[src/rtl/refdiv_pkg.sv]
package refdiv_pkg;

  // Strobes from control to datapath
  typedef struct packed {
    logic reload;  // counter at terminal count, reload on this edge
    logic swap;    // a staged ratio is waiting and moves in on this reload
  } divStrobe_t;

  // Ratios 0, 2, 3 and 4 are unsupported
  function automatic logic ratioLegal(input int unsigned value);
    return (value == 1) || (value >= 5);
  endfunction

endpackage

[src/rtl/refdiv_ctrl.sv]
module refdiv_ctrl
  import refdiv_pkg::*;
#(
  parameter int RATIO_W = 13
) (
  input  logic               clk,
  input  logic               rstN,
  input  logic               loadStb,
  input  logic [RATIO_W-1:0] ratioIn,
  input  logic               terminal,
  output divStrobe_t         strobe,
  output logic [RATIO_W-1:0] pendRatio,
  output logic               ratioErr
);

  logic pendValid;
  logic loadLegal;

  assign loadLegal = ratioLegal(int'(ratioIn));

  always_ff @(posedge clk) begin
    if (!rstN) begin
      pendValid <= 1'b0;
      pendRatio <= '0;
      ratioErr  <= 1'b0;
    end else begin
      // A reload consumes the staged ratio
      if (terminal) pendValid <= 1'b0;
      if (loadStb) begin
        if (loadLegal) begin
          pendRatio <= ratioIn;
          pendValid <= 1'b1;  // a load on the same edge is kept for the next reload
          ratioErr  <= 1'b0;
        end else begin
          ratioErr  <= 1'b1;
        end
      end
    end
  end

  always_comb begin
    strobe.reload = terminal;
    strobe.swap   = terminal & pendValid;
  end

endmodule

[src/rtl/refdiv_count.sv]
module refdiv_count
  import refdiv_pkg::*;
#(
  parameter int RATIO_W     = 13,
  parameter int RESET_RATIO = 5
) (
  input  logic               clk,
  input  logic               rstN,
  input  divStrobe_t         strobe,
  input  logic [RATIO_W-1:0] pendRatio,
  output logic               terminal,
  output logic               frPulse,
  output logic [RATIO_W-1:0] activeRatio
);

  localparam logic [RATIO_W-1:0] RST_RATIO = RATIO_W'(RESET_RATIO);
  localparam logic [RATIO_W-1:0] RST_CNT   = RATIO_W'(RESET_RATIO - 1);

  logic [RATIO_W-1:0] cnt;
  logic [RATIO_W-1:0] nextRatio;

  assign terminal  = (cnt == '0);
  assign nextRatio = strobe.swap ? pendRatio : activeRatio;

  always_ff @(posedge clk) begin
    if (!rstN) begin
      activeRatio <= RST_RATIO;
      cnt         <= RST_CNT;
      frPulse     <= 1'b0;
    end else begin
      frPulse <= strobe.reload;
      if (strobe.reload) begin
        activeRatio <= nextRatio;
        cnt         <= nextRatio - 1'b1;
      end else begin
        cnt         <= cnt - 1'b1;
      end
    end
  end

endmodule

[src/rtl/refdiv_outpre.sv]
module refdiv_outpre #(
  parameter int STAGES = 4,
  parameter int SEL_W  = 3
) (
  input  logic             clk,
  input  logic             rstN,
  input  logic [SEL_W-1:0] refOutSel,
  output logic             refOut
);

  localparam int NTAP = 2 ** SEL_W;

  logic [STAGES-1:0] divCnt;
  logic [NTAP-1:0]   tapVec;

  always_ff @(posedge clk) begin
    if (!rstN) divCnt <= '0;
    else       divCnt <= divCnt + 1'b1;
  end

  // Tap 0: low, tap 1: clock, taps 2..STAGES+1: counter bits, rest: low
  for (genvar g = 0; g < NTAP; g++) begin : gTap
    if (g == 0) begin : gLow
      assign tapVec[g] = 1'b0;
    end else if (g == 1) begin : gPass
      assign tapVec[g] = clk;
    end else if (g < STAGES + 2) begin : gDiv
      assign tapVec[g] = divCnt[g-2];
    end else begin : gSpare
      assign tapVec[g] = 1'b0;
    end
  end

  assign refOut = tapVec[refOutSel];

endmodule

[src/rtl/ref_ratio_divider.sv]
module ref_ratio_divider
  import refdiv_pkg::*;
#(
  parameter int RATIO_W     = 13,
  parameter int RESET_RATIO = 5,
  parameter int OUT_STAGES  = 4,
  parameter int OUT_SEL_W   = 3
) (
  input  logic                 clk,
  input  logic                 rstN,
  input  logic                 loadStb,
  input  logic [RATIO_W-1:0]   ratioIn,
  input  logic [OUT_SEL_W-1:0] refOutSel,
  output logic                 frPulse,
  output logic                 ratioErr,
  output logic                 refOut
);

  divStrobe_t         strobe;
  logic               terminal;
  logic [RATIO_W-1:0] pendRatio;
  logic [RATIO_W-1:0] activeRatio;

  refdiv_ctrl #(.RATIO_W(RATIO_W)) u_ctrl (
    .clk(clk), .rstN(rstN), .loadStb(loadStb), .ratioIn(ratioIn),
    .terminal(terminal), .strobe(strobe), .pendRatio(pendRatio),
    .ratioErr(ratioErr)
  );

  refdiv_count #(.RATIO_W(RATIO_W), .RESET_RATIO(RESET_RATIO)) u_count (
    .clk(clk), .rstN(rstN), .strobe(strobe), .pendRatio(pendRatio),
    .terminal(terminal), .frPulse(frPulse), .activeRatio(activeRatio)
  );

  refdiv_outpre #(.STAGES(OUT_STAGES), .SEL_W(OUT_SEL_W)) u_outpre (
    .clk(clk), .rstN(rstN), .refOutSel(refOutSel), .refOut(refOut)
  );

endmodule

[config.mk]
export PLATFORM = sky130hd
export DESIGN_NAME = ref_ratio_divider
export DESIGN_NICKNAME = d
export VERILOG_FILES = /design/src/rtl/refdiv_pkg.sv /design/src/rtl/refdiv_ctrl.sv /design/src/rtl/refdiv_count.sv /design/src/rtl/refdiv_outpre.sv /design/src/rtl/ref_ratio_divider.sv
export SDC_FILE = /design/constraint.sdc
export NUM_CORES = 1
export LEC_CHECK = 0
export CAP_MARGIN = 30
export CORE_UTILIZATION = 67
export CTS_CLUSTER_SIZE = 10
export DETAILED_ROUTE_END_ITERATION = 7
export DONT_BUFFER_PORTS = 1
export PLACE_DENSITY_LB_ADDON = 0.15
export SLEW_MARGIN = 20
export SYNTH_ARGS = -nofsm -noshare
export SYNTH_HDL_FRONTEND = slang
export SYNTH_SLANG_ARGS = --single-unit
[constraint.sdc]
create_clock -name clk -period 7.3 [get_ports clk]
set_input_delay 1.46 -clock clk [delete_from_list [all_inputs] [get_ports clk]]
set_output_delay 1.46 -clock clk [all_outputs]
set_load 0.02 [all_outputs]
; Word level (Yosys, flattened, before mapping)
; Index checks and enable logic that the tools add are counted.
[classes]
n_addsub = 3
n_lt_le_gt_ge = 2
n_eq_ne = 1
n_mux = 8
bitwise = 1
reduce_logical = 3
[op_table]
columns = cell, count
row1 = $mux 13, 2
row2 = $sub 13x1->13 const B, 2
row3 = $eq 13x1->1 const B, 1
row4 = $ge 13x3->1 const B, 1
row5 = $logic_not 13->1, 1
row6 = $mux 1, 5
row7 = $add 4x1->4 const B, 1
row8 = $lt 3x4->1 const B, 1
row9 = $bmux 1 s3, 1
row10 = $reduce_and 2->1, 1
row11 = $and 1x1->1, 1
row12 = $logic_or 1x1->1, 1
[word_totals]
regBits = 46
inputBits = 19
out_inout_bits = 3
word_cells = 25

; Logic depth before layout (Yosys ltp)
; Gate-level depths: netlist of run 1.
[logic_depth]
ltp_word = 5
mapped_depth = 11
depth_no_buf = 9

; Modules after synthesis
; From an unflattened synthesis of run 1, not the netlist that was laid out.
[unflattened]
cells_unflattened = 261
area_unflattened_um2 = 2299.7
[modules_own_cells]
columns = module, instances, cells_each, area_each_um2, seq_area_each_um2
row1 = refdiv_count, 1, 168, 1453.9, 540.5
row2 = refdiv_ctrl, 1, 73, 651.9, 300.3
row3 = refdiv_outpre, 1, 20, 193.9, 80.1

==> reports/results.md, run 1 <==
| Stage | Quantity | This run |
|---|---|---|
| sta | Worst Tran Pin Value | 0.7120 ns |
| setup path | Startpoint kind of the worst setup timing path | clock port |
| routing | DRT Pass-1 Iters | 4 |
| yosys | Synth Net Count | 295 |
| final layout | Layout net count | 295 |
| die | Die width | 61.91 um |
| setup path | Most frequent CP cell | sky130_fd_sc_hd__a21oi_1 |
| routing | Post-DR vias/cell | 5.953 |
| pwr | Leakage Power | 0.9409 nW |
| sta | Worst clock skew on the final layout | 0.01601 ns |
| clock tree | CTS Hold Bufs | 0 |
| setup path | Data arrival time at the worst-slack endpoint | 4.38 ns |
| sta | Final setup violation count | 0 |
| setup path | Crit path required time | 5.84 ns |
| yosys | Instance count of the mapped netlist | 274 |
| clock tree | Worst skew pair latency | 0.47 ns |
| yosys | Syn_area_per_cell | 8.777 sq um |
| min path | Kind of path behind the tightest hold check | flop to flop |
| placed design | Worst setup timing slack at the placement stage | 1.752 ns |
| final layout | Filler cell count | 245 |
| global route | Wire length of the first global-routing pass | 7762 um |
| placed design | Placement Cell Area | 2384 sq um |
| sta | Max Transition Viols Final | 0 |
| placed design | Post-DP HPWL | 3420 um |
| sta | Worst relative slew slack | 52.46% |
| final layout | Most common cell after layout, fill and taps aside | sky130_fd_sc_hd__dfxtp_1 |
| die | Initial core utilization | 70.95% |
| yosys | Share of the synthesized area in the top cell type | 38.29% |
| pwr | Power per unit of standard cell area | 300.0 nW/um^2 |
| global route | Pin count of the biggest net entering global routing | 38 |
| global route | Total overflow reported by the global router | 0 |
| setup path | Endpoint type of the worst setup path | output pin |
| die | Number of top-level design ports | 22 |
| yosys | Primary flip-flop cell chosen by synthesis mapping | sky130_fd_sc_hd__dfxtp_1 |
| yosys | Biggest area contributors in the synthesized netlist | sky130_fd_sc_hd__dfxtp_1 38%, sky130_fd_sc_hd__mux2i_1 8.7%, sky130_fd_sc_hd__nand2_1 5.5% |
| sta | Setup WS post-layout | 1.459 ns |
| yosys | Asr flop ratio synth | 0% |
| setup path | Critical path type | clock port to output pin |
| pwr | Worst IR Drop VDD | 147.1 uV |
| routing | Detailed Route Iter0 Violations | 108 |
| clock tree | CTS tree | done |
| final layout | Number of inserted diodes | 0 |
| setup path | Series of cell instances along the critical path | clkbuf_4 -> clkbuf_4 -> a22oi_1 -> a21oi_1 -> a21oi_1 -> a21oi_1 |
| sta | Final total negative setup slack | 0 ns |
| placed design | RD Place Congestion | 0.8826 |
| final layout | Area of all placed cells without fillers | 2499 sq um |
| setup path | Slowest stage cell, crit path | sky130_fd_sc_hd__a22oi_1 |
| setup path | Buffers & Inverters on Critical Path | 2 |
| final layout | Ratio of cells with drive above 1 in the final layout | 16.00% |
| clock tree | Setup Buffers After CTS | 0 |
| placed design | Inst Count DP | 309 |
| routing | Total via count after detailed routing | 1911 |
| placed design | Count of port buffers added during placement | 0 |
| setup path | CP top delay family | compound AO/OA/AOI/OAI gates |
| yosys | Total number of yosys warnings | 0 |
| final layout | Synth-to-Final Area Change | 3.902% |
| job | Number of violations of the max-capacitance limit | 0 |
| global route | Via count of the first global-routing pass | 1739 |
| global route | Number of antenna violations at the first check in global routing | 0 |
| die | Count of standard-cell rows | 21 |
| yosys | Number of flops mapped to enable cells by yosys | 0 |
| sta | Hold Violations, Final | 0 |
| routing | Detailed-route wire length | 4867 um |
| global route | Overall fraction of global-route tracks in use | 28.67% |
| sta | Setup repair after global routing missed its margin | no |
| final layout | Top library cells by usage in the layout, fill and taps aside | 46 x sky130_fd_sc_hd__dfxtp_1, 35 x sky130_fd_sc_hd__nand2_1, 30 x sky130_fd_sc_hd__nor2_1 |
| routing | Final routed wire length divided by cell count | 15.16 um |
| final layout | Fin cells | 321 |
| clock tree | Clk slew on worst S/H paths | 0.14 ns |
| yosys | Sequential share of the synthesized area | 38.29% |
| die | Die area | 3833 sq um |
| die | DIE HEIGHT | 61.91 um |
| routing | Number of routed nets with antenna violations | 0 |
| yosys | Synthesized area | 2405 sq um |
| outcome | Outcome | finished, final reports clean |
| yosys | Synth area leader | sky130_fd_sc_hd__dfxtp_1 |
| setup path | Largest stage delay on the critical path | 0.17 ns |
| clock tree | Number of gates given a new drive strength after cts | 0 |
| setup path | Critical Path Fanout Max | 2 |
| die | Floorplan core area | 3390 sq um |
| yosys | Number of register bits inferred by synthesis | 46 |
| yosys | Netlist cell types | 51 |
| routing | Detailed-route DRC error count | 0 |
metrics by stage:
stage          hold slack, ns  total power, mW  util (%)
2_1_floorplan          0.4303           0.5408         -
3_3_place_gp           0.4418           0.5655     70.32
3_5_place_dp           0.4558           0.5705     70.32
4_1_cts                0.4743           0.7499     73.39
5_1_grt                0.4907           0.7988     73.72
6_report               0.4730           0.7496     73.72
flip-flops by register name, summed over array words and instances (netlist names):
signal and cells:
u_ctrl.ratioErr 1, u_ctrl.pendValid 1, u_count.activeRatio 13, u_count.frPulse 1
u_ctrl.pendRatio 13, u_outpre.divCnt 4, u_count.cnt 13
path summary, 6_finish.rpt:
path / startpoint / to / slack [ns] / cells after the start
hold reg to reg: u_count.activeRatio[12] / u_count.activeRatio[12] / 0.47 / 2
hold / removal: u_count.activeRatio[12] / u_count.activeRatio[12] / 0.47 / 2
setup / recovery: clk / refOut / 1.46 / 6
setup reg to reg: u_count.cnt[5] / u_count.cnt[10] / 4.44 / 9
synthesized netlist by cell type (all sizes together), types with 4 or more instances:
| cell | instances |
|---|---|
| nor3 | 8 |
| dfxtp | 46 |
| a21oi | 33 |
| xor2 | 4 |
| nor3b | 5 |
| nand2 | 38 |
| a211oi | 4 |
| buf | 10 |
| nor4 | 9 |
| mux2 | 8 |
| mux2i | 21 |
| nand3 | 7 |
| nor2 | 30 |
| o21ai | 7 |
| o22ai | 5 |
routing by layer:
metal	GRT usage (%)	wire (um)
met1	34.61	2308
met2	47.16	2348
met3	6.832	132
met4	15.56	78
met5	0	0
power by group:
group	internal [mW]	total [mW]	switching, mW
clock	0.0933	0.186	0.0932
combinational	0.0988	0.229	0.130
sequential	0.289	0.334	0.0455
total	0.481	0.750	0.269
final cells by class:
type | instances | area (sq um) | area share (%)
Clock buffer | 8 | 60.06 | 2.404
Multi-Input combinational cell | 213 | 1386 | 55.48
Timing Repair Buffer | 2 | 18.77 | 0.7511
Tap cell | 46 | 57.56 | 2.303
Sequential cell | 46 | 920.9 | 36.86
Clock inverter | 3 | 43.79 | 1.753
Inverter | 3 | 11.26 | 0.4507
cells by family after synthesis:
| kind of cell | synth area share (%) |
|---|---|
| AOI/OAI and AO/OA | 16.86 |
| buffers and inverters | 4.058 |
| and+or+nand+nor | 25.44 |
| adders and majority gates | 1.040 |
| muxes | 12.49 |
| xor gates and xnor gates | 1.821 |
| DFF | 38.29 |
tightest hold or removal path: cells and delay by family (launching register included):
kind	cells	cell delay, ns
flops	1	0.34
simple gates	1	0.05
compound gates	1	0.05
(Power assumes the default switching activity.)
==> inputs of run 2 (changes only) <==
CORE_UTILIZATION = 56   (was 67)
clock period = 5 ns   (was 7.3 ns; I/O delays follow)
==> reports/results.md, run 2 (synthesis results as in run 1) <==
| Stage | Quantity | This run |
|---|---|---|
| clock tree | Clk slew on worst S/H paths | 0.09 ns |
| setup path | Most frequent CP cell | sky130_fd_sc_hd__a21oi_1 |
| routing | Number of routed nets with antenna violations | 0 |
| clock tree | Number of gates given a new drive strength after cts | 0 |
| die | Die width | 67.53 um |
| routing | Total via count after detailed routing | 1929 |
| setup path | Critical Path Fanout Max | 2 |
| sta | Hold Violations, Final | 0 |
| pwr | Power per unit of standard cell area | 444.9 nW/um^2 |
| setup path | Data arrival time at the worst-slack endpoint | 3.22 ns |
| final layout | Most common cell after layout, fill and taps aside | sky130_fd_sc_hd__dfxtp_1 |
| setup path | Critical path type | clock port to output pin |
| min path | Kind of path behind the tightest hold check | flop to flop |
| die | Initial core utilization | 59.27% |
| global route | Pin count of the biggest net entering global routing | 38 |
| routing | Detailed-route wire length | 5097 um |
| sta | Final setup violation count | 0 |
| routing | DRT Pass-1 Iters | 4 |
| sta | Min Hold Slack | 0.4636 ns |
| routing | Detailed-route DRC error count | 0 |
| final layout | Largest registers | u_count.activeRatio (13), u_count.cnt (13), u_ctrl.pendRatio (13) |
| sta | Final total negative setup slack | 0 ns |
| sta | Setup repair after global routing missed its margin | no |
| global route | Number of antenna violations at the first check in global routing | 0 |
| pwr | Worst IR Drop VDD | 220.2 uV |
| sta | Max Transition Viols Final | 0 |
| die | Count of standard-cell rows | 23 |
| setup path | Cells on worst reg2reg path | 9 |
| min path | Hold path depth | 2 |
| setup path | Endpoint type of the worst setup path | output pin |
| job | Number of violations of the max-capacitance limit | 0 |
| die | Number of top-level design ports | 22 |
| global route | Grt met3 use | 8.108% |
| die | DIE HEIGHT | 67.53 um |
| global route | Via count of the first global-routing pass | 1793 |
| outcome | Outcome | finished, final reports clean |
| placed design | RD Place Congestion | 0.8606 |
| setup path | Buffers & Inverters on Critical Path | 2 |
| clock tree | CTS tree | done |
| final layout | Top library cells by usage in the layout, fill and taps aside | 46 x sky130_fd_sc_hd__dfxtp_1, 35 x sky130_fd_sc_hd__nand2_1, 30 x sky130_fd_sc_hd__nor2_1 |
| routing | Post-DR vias/cell | 5.935 |
| pwr | Tot Pwr | 1.128 mW |
| clock tree | Worst skew pair latency | 0.41 ns |
| sta | Worst clock skew on the final layout | 0.007228 ns |
| sta | Worst relative slew slack | 51.81% |
| sta | Worst Tran Pin Value | 0.7218 ns |
| setup path | Largest stage delay on the critical path | 0.16 ns |
| setup path | Critical path depth | 6 |
| global route | Met2 Track Usage GR | 38.49% |
| placed design | Count of port buffers added during placement | 0 |
| global route | Overall fraction of global-route tracks in use | 25.72% |
| final layout | Synth-to-Final Area Change | 5.411% |
| setup path | Startpoint kind of the worst setup timing path | clock port |
| global route | Wire length of the first global-routing pass | 8321 um |
| setup path | Slowest stage cell, crit path | sky130_fd_sc_hd__a22oi_1 |
| global route | GRT Max-Usage Layer | met2 |
| setup path | Crit path required time | 4.00 ns |
| pwr | Leakage Power | 0.9486 nW |
| global route | Total overflow reported by the global router | 0 |
| clock tree | CTS Hold Bufs | 0 |
| placed design | Worst setup timing slack at the placement stage | 1.062 ns |
| sta | Setup WS post-layout | 0.7844 ns |
| routing | Detailed Route Iter0 Violations | 72 |
| setup path | CP top delay family | compound AO/OA/AOI/OAI gates |
| final layout | Area of all placed cells without fillers | 2535 sq um |
| final layout | Layout net count | 295 |
| placed design | Post-DP HPWL | 3526 um |
| routing | Final routed wire length divided by cell count | 15.68 um |
| final layout | Number of inserted diodes | 0 |
| setup path | Series of cell instances along the critical path | clkbuf_8 -> clkbuf_8 -> a22oi_1 -> a21oi_1 -> a21oi_1 -> a21oi_1 |
| placed design | Placement Cell Area | 2404 sq um |
| clock tree | Setup Buffers After CTS | 0 |
| global route | Met1 capacity usage during global routing | 31.95% |
| final layout | Ratio of cells with drive above 1 in the final layout | 16.00% |
| die | Die area | 4560 sq um |
| final layout | Filler cell count | 358 |
| die | Floorplan core area | 4058 sq um |
-- run 2: cell type report --
| class | count | area (sq um) | share of cell area [%] |
|---|---|---|---|
| repair buffers | 2 | 22.52 | 0.8885 |
| well taps | 50 | 62.56 | 2.468 |
| flip-flops and latches | 46 | 920.9 | 36.33 |
| inverters | 3 | 11.26 | 0.4442 |
| clock buffers | 8 | 110.1 | 4.344 |
| clock inverters | 3 | 21.27 | 0.8391 |
| multi-input cells | 213 | 1386 | 54.69 |
-- run 2: where the power goes --
group	leakage (nW)	switching, mW	internal (mW)
clock network	0.0720	0.147	0.153
registers	0.376	0.0663	0.421
logic	0.500	0.196	0.145
total	0.949	0.409	0.719
-- run 2: tightest hold or removal path: stages, from the launching register on --
cell and delay (ns):
sky130_fd_sc_hd__dfxtp_1 0.32, sky130_fd_sc_hd__nand2_1 0.05, sky130_fd_sc_hd__a21oi_1 0.05
-- run 2: layer usage --
layer,vias to the layer above,routed length (um)
li1,983,-
met1,909,2476
met2,26,2353
met3,11,161
met4,0,107
met5,-,0
-- run 2: path summary, 6_finish.rpt --
kind	start	slack (ns)	end
worst max register to register	u_count.cnt[5]	2.14	u_count.cnt[10]
worst min-delay path	u_count.activeRatio[12]	0.46	u_count.activeRatio[12]
worst min register to register	u_count.activeRatio[12]	0.46	u_count.activeRatio[12]
worst max-delay path	clk	0.78	refOut
-- run 2: per-stage QoR --
step,std cells,utilization [%]
3_5_place_dp,314,59.24
5_1_grt,325,62.47
6_report,325,62.47
3_3_place_gp,313,58.87
2_1_floorplan,274,-
4_1_cts,325,62.47
==> inputs of run 3 (changes only) <==
clock period = 3.6 ns   (was 5 ns; I/O delays follow)
==> reports/results.md, run 3 (synthesis results as in run 1) <==
| Stage | Quantity | This run |
|---|---|---|
| sta | Max Transition Viols Final | 0 |
| pwr | Sw power | 0.5619 mW |
| setup path | Data arrival time at the worst-slack endpoint | 2.50 ns |
| sta | Worst Tran Pin Value | 0.7067 ns |
| setup path | Capturing point of the worst reg2reg path | u_count.cnt[10] |
| global route | Via count of the first global-routing pass | 1806 |
| clock tree | CTS Hold Bufs | 0 |
| die | Count of standard-cell rows | 23 |
| final layout | Largest registers | u_count.activeRatio (13), u_count.cnt (13), u_ctrl.pendRatio (13) |
| final layout | Fraction of the core area covered by cells at the end of the flow | 63.12% |
| final layout | Filler cell count | 353 |
| job | Number of violations of the max-capacitance limit | 0 |
| setup path | Critical Path Fanout Max | 2 |
| die | Die width | 67.53 um |
| final layout | Most common cell after layout, fill and taps aside | sky130_fd_sc_hd__dfxtp_1 |
| min path | Hold path depth | 1 |
| placed design | Post-DP HPWL | 3604 um |
| routing | Total via count after detailed routing | 1960 |
| setup path | Startpoint kind of the worst setup timing path | clock port |
| setup path | FF-to-FF setup slack | 1.04 ns |
| final layout | Fin cells | 325 |
| global route | Overall fraction of global-route tracks in use | 25.12% |
| clock tree | Worst skew pair latency | 0.40 ns |
| pwr | Worst IR Drop VDD | 358.7 uV |
| pwr | Power per unit of standard cell area | 644.8 nW/um^2 |
| sta | Setup WS post-layout | 0.3780 ns |
| routing | Number of routed nets with antenna violations | 0 |
| setup path | Cells on worst reg2reg path | 9 |
| clock tree | CTS tree | done |
| final layout | Top library cells by usage in the layout, fill and taps aside | 46 x sky130_fd_sc_hd__dfxtp_1, 35 x sky130_fd_sc_hd__nand2_1, 30 x sky130_fd_sc_hd__nor2_1 |
| min path | Hold Path Sink | u_count.cnt[2] |
| global route | Number of antenna violations at the first check in global routing | 0 |
| die | Initial core utilization | 59.27% |
| setup path | Buffers & Inverters on Critical Path | 2 |
| routing | Detailed-route wire length | 5192 um |
| final layout | Number of inserted diodes | 0 |
| placed design | RD Place Congestion | 0.8545 |
| setup path | Most frequent CP cell | sky130_fd_sc_hd__a21oi_1 |
| sta | Final setup violation count | 0 |
| sta | Worst clock skew on the final layout | 0.004458 ns |
| pwr | Internal | 1.089 mW |
| placed design | Count of port buffers added during placement | 0 |
| outcome | Outcome | finished, final reports clean |
| setup path | Largest stage delay on the critical path | 0.16 ns |
| setup path | Crit path required time | 2.88 ns |
| die | DIE HEIGHT | 67.53 um |
| final layout | Ratio of cells with drive above 1 in the final layout | 16.00% |
| pwr | Leakage Power | 0.9657 nW |
| routing | Detailed Route Iter0 Violations | 115 |
| placed design | Inst Count DP | 315 |
| setup path | Worst R2R Start | u_count.cnt[5] |
| routing | DRT Pass-1 Iters | 5 |
| global route | Total overflow reported by the global router | 0 |
| sta | Min Hold Slack | 0.3789 ns |
| global route | Wire length of the first global-routing pass | 8355 um |
| clock tree | Setup Buffers After CTS | 0 |
| final layout | Layout net count | 296 |
| routing | Post-DR vias/cell | 6.031 |
| sta | Worst relative slew slack | 52.82% |
| routing | Detailed-route DRC error count | 0 |
| min path | Kind of path behind the tightest hold check | input pin to flop |
| min path | Critical hold path startpoint | rstN |
| pwr | Part of the total power dissipated in combinational logic | 29.3% |
| final layout | Synth-to-Final Area Change | 6.504% |
| setup path | Endpoint type of the worst setup path | output pin |
| pwr | Switching power as a share of total power | 34.03% |
| sta | Hold Violations, Final | 0 |
| setup path | CP top delay family | compound AO/OA/AOI/OAI gates |
| die | Floorplan core area | 4058 sq um |
| die | Number of top-level design ports | 22 |
| setup path | Series of cell instances along the critical path | clkbuf_8 -> clkbuf_8 -> a22oi_1 -> a21oi_1 -> a21oi_1 -> a21oi_1 |
| global route | Pin count of the biggest net entering global routing | 38 |
| routing | Final routed wire length divided by cell count | 15.98 um |
| pwr | Share of power burned in registers | 41.0% |
| setup path | Critical path type | clock port to output pin |
| pwr | Clock power frac | 29.7% |
| setup path | Slowest stage cell, crit path | sky130_fd_sc_hd__a22oi_1 |
| clock tree | Clk slew on worst S/H paths | 0.08 ns |
| clock tree | Number of gates given a new drive strength after cts | 0 |
| sta | Final total negative setup slack | 0 ns |
| sta | Setup repair after global routing missed its margin | no |
| placed design | Worst setup timing slack at the placement stage | 0.6425 ns |
| die | Die area | 4560 sq um |
==> run 3: cell types whose count changed in the layout (fill, tap and decap cells not counted), sizes merged <==
cell	delta
clkinv	-2
buf	+1
bufinv	+1
clkbuf	+1
clkinvlp	-1
==> run 3: power groups by stage <==
| stage | clock network (mW) | logic (mW) | registers, mW |
|---|---|---|---|
| floorplan | 0.00931 | 0.420 | 0.667 |
| global placement | 0.00931 | 0.473 | 0.685 |
| detailed placement | 0.00931 | 0.479 | 0.685 |
| CTS | 0.492 | 0.480 | 0.674 |
| global route | 0.517 | 0.543 | 0.688 |
| finish | 0.490 | 0.484 | 0.677 |
==> run 3: final cells by class <==
class	count	area [sq um]	share of cell area, %
Clock inverter	1	30.03	1.172
Multi-Input combinational cell	213	1386	54.13
Inverter	3	11.26	0.4397
Timing Repair Buffer	3	26.28	1.026
Clock buffer	9	123.9	4.836
Sequential cell	46	920.9	35.95
Tap cell	50	62.56	2.443
==> run 3: worst max path at each step <==
stage / slack [ns] / cells past startpoint / end / from
final: 0.38 / 6 / refOut / clk
after global routing: 0.33 / 6 / refOut / clk
after CTS: 0.37 / 6 / refOut / clk
after detailed placement: 0.64 / 4 / refOut / clk
after global placement: 0.64 / 4 / refOut / clk
after floorplan: 0.64 / 4 / refOut / clk
==> run 3: through the flow <==
step	instance area [sq um]	power, mW
2_1_floorplan	2405	1.097
3_3_place_gp	2396	1.167
5_1_grt	2561	1.748
4_1_cts	2561	1.647
6_report	2561	1.651
3_5_place_dp	2407	1.173
==> run 3: per-layer routing <==
layer	global-route usage [%]	vias to the layer above	share of wire, %
met5	0	-	0
met4	11.97	0	1.4
met3	6.926	10	4.4
met2	39.48	32	48
met1	31.47	926	47
li1	-	992	-
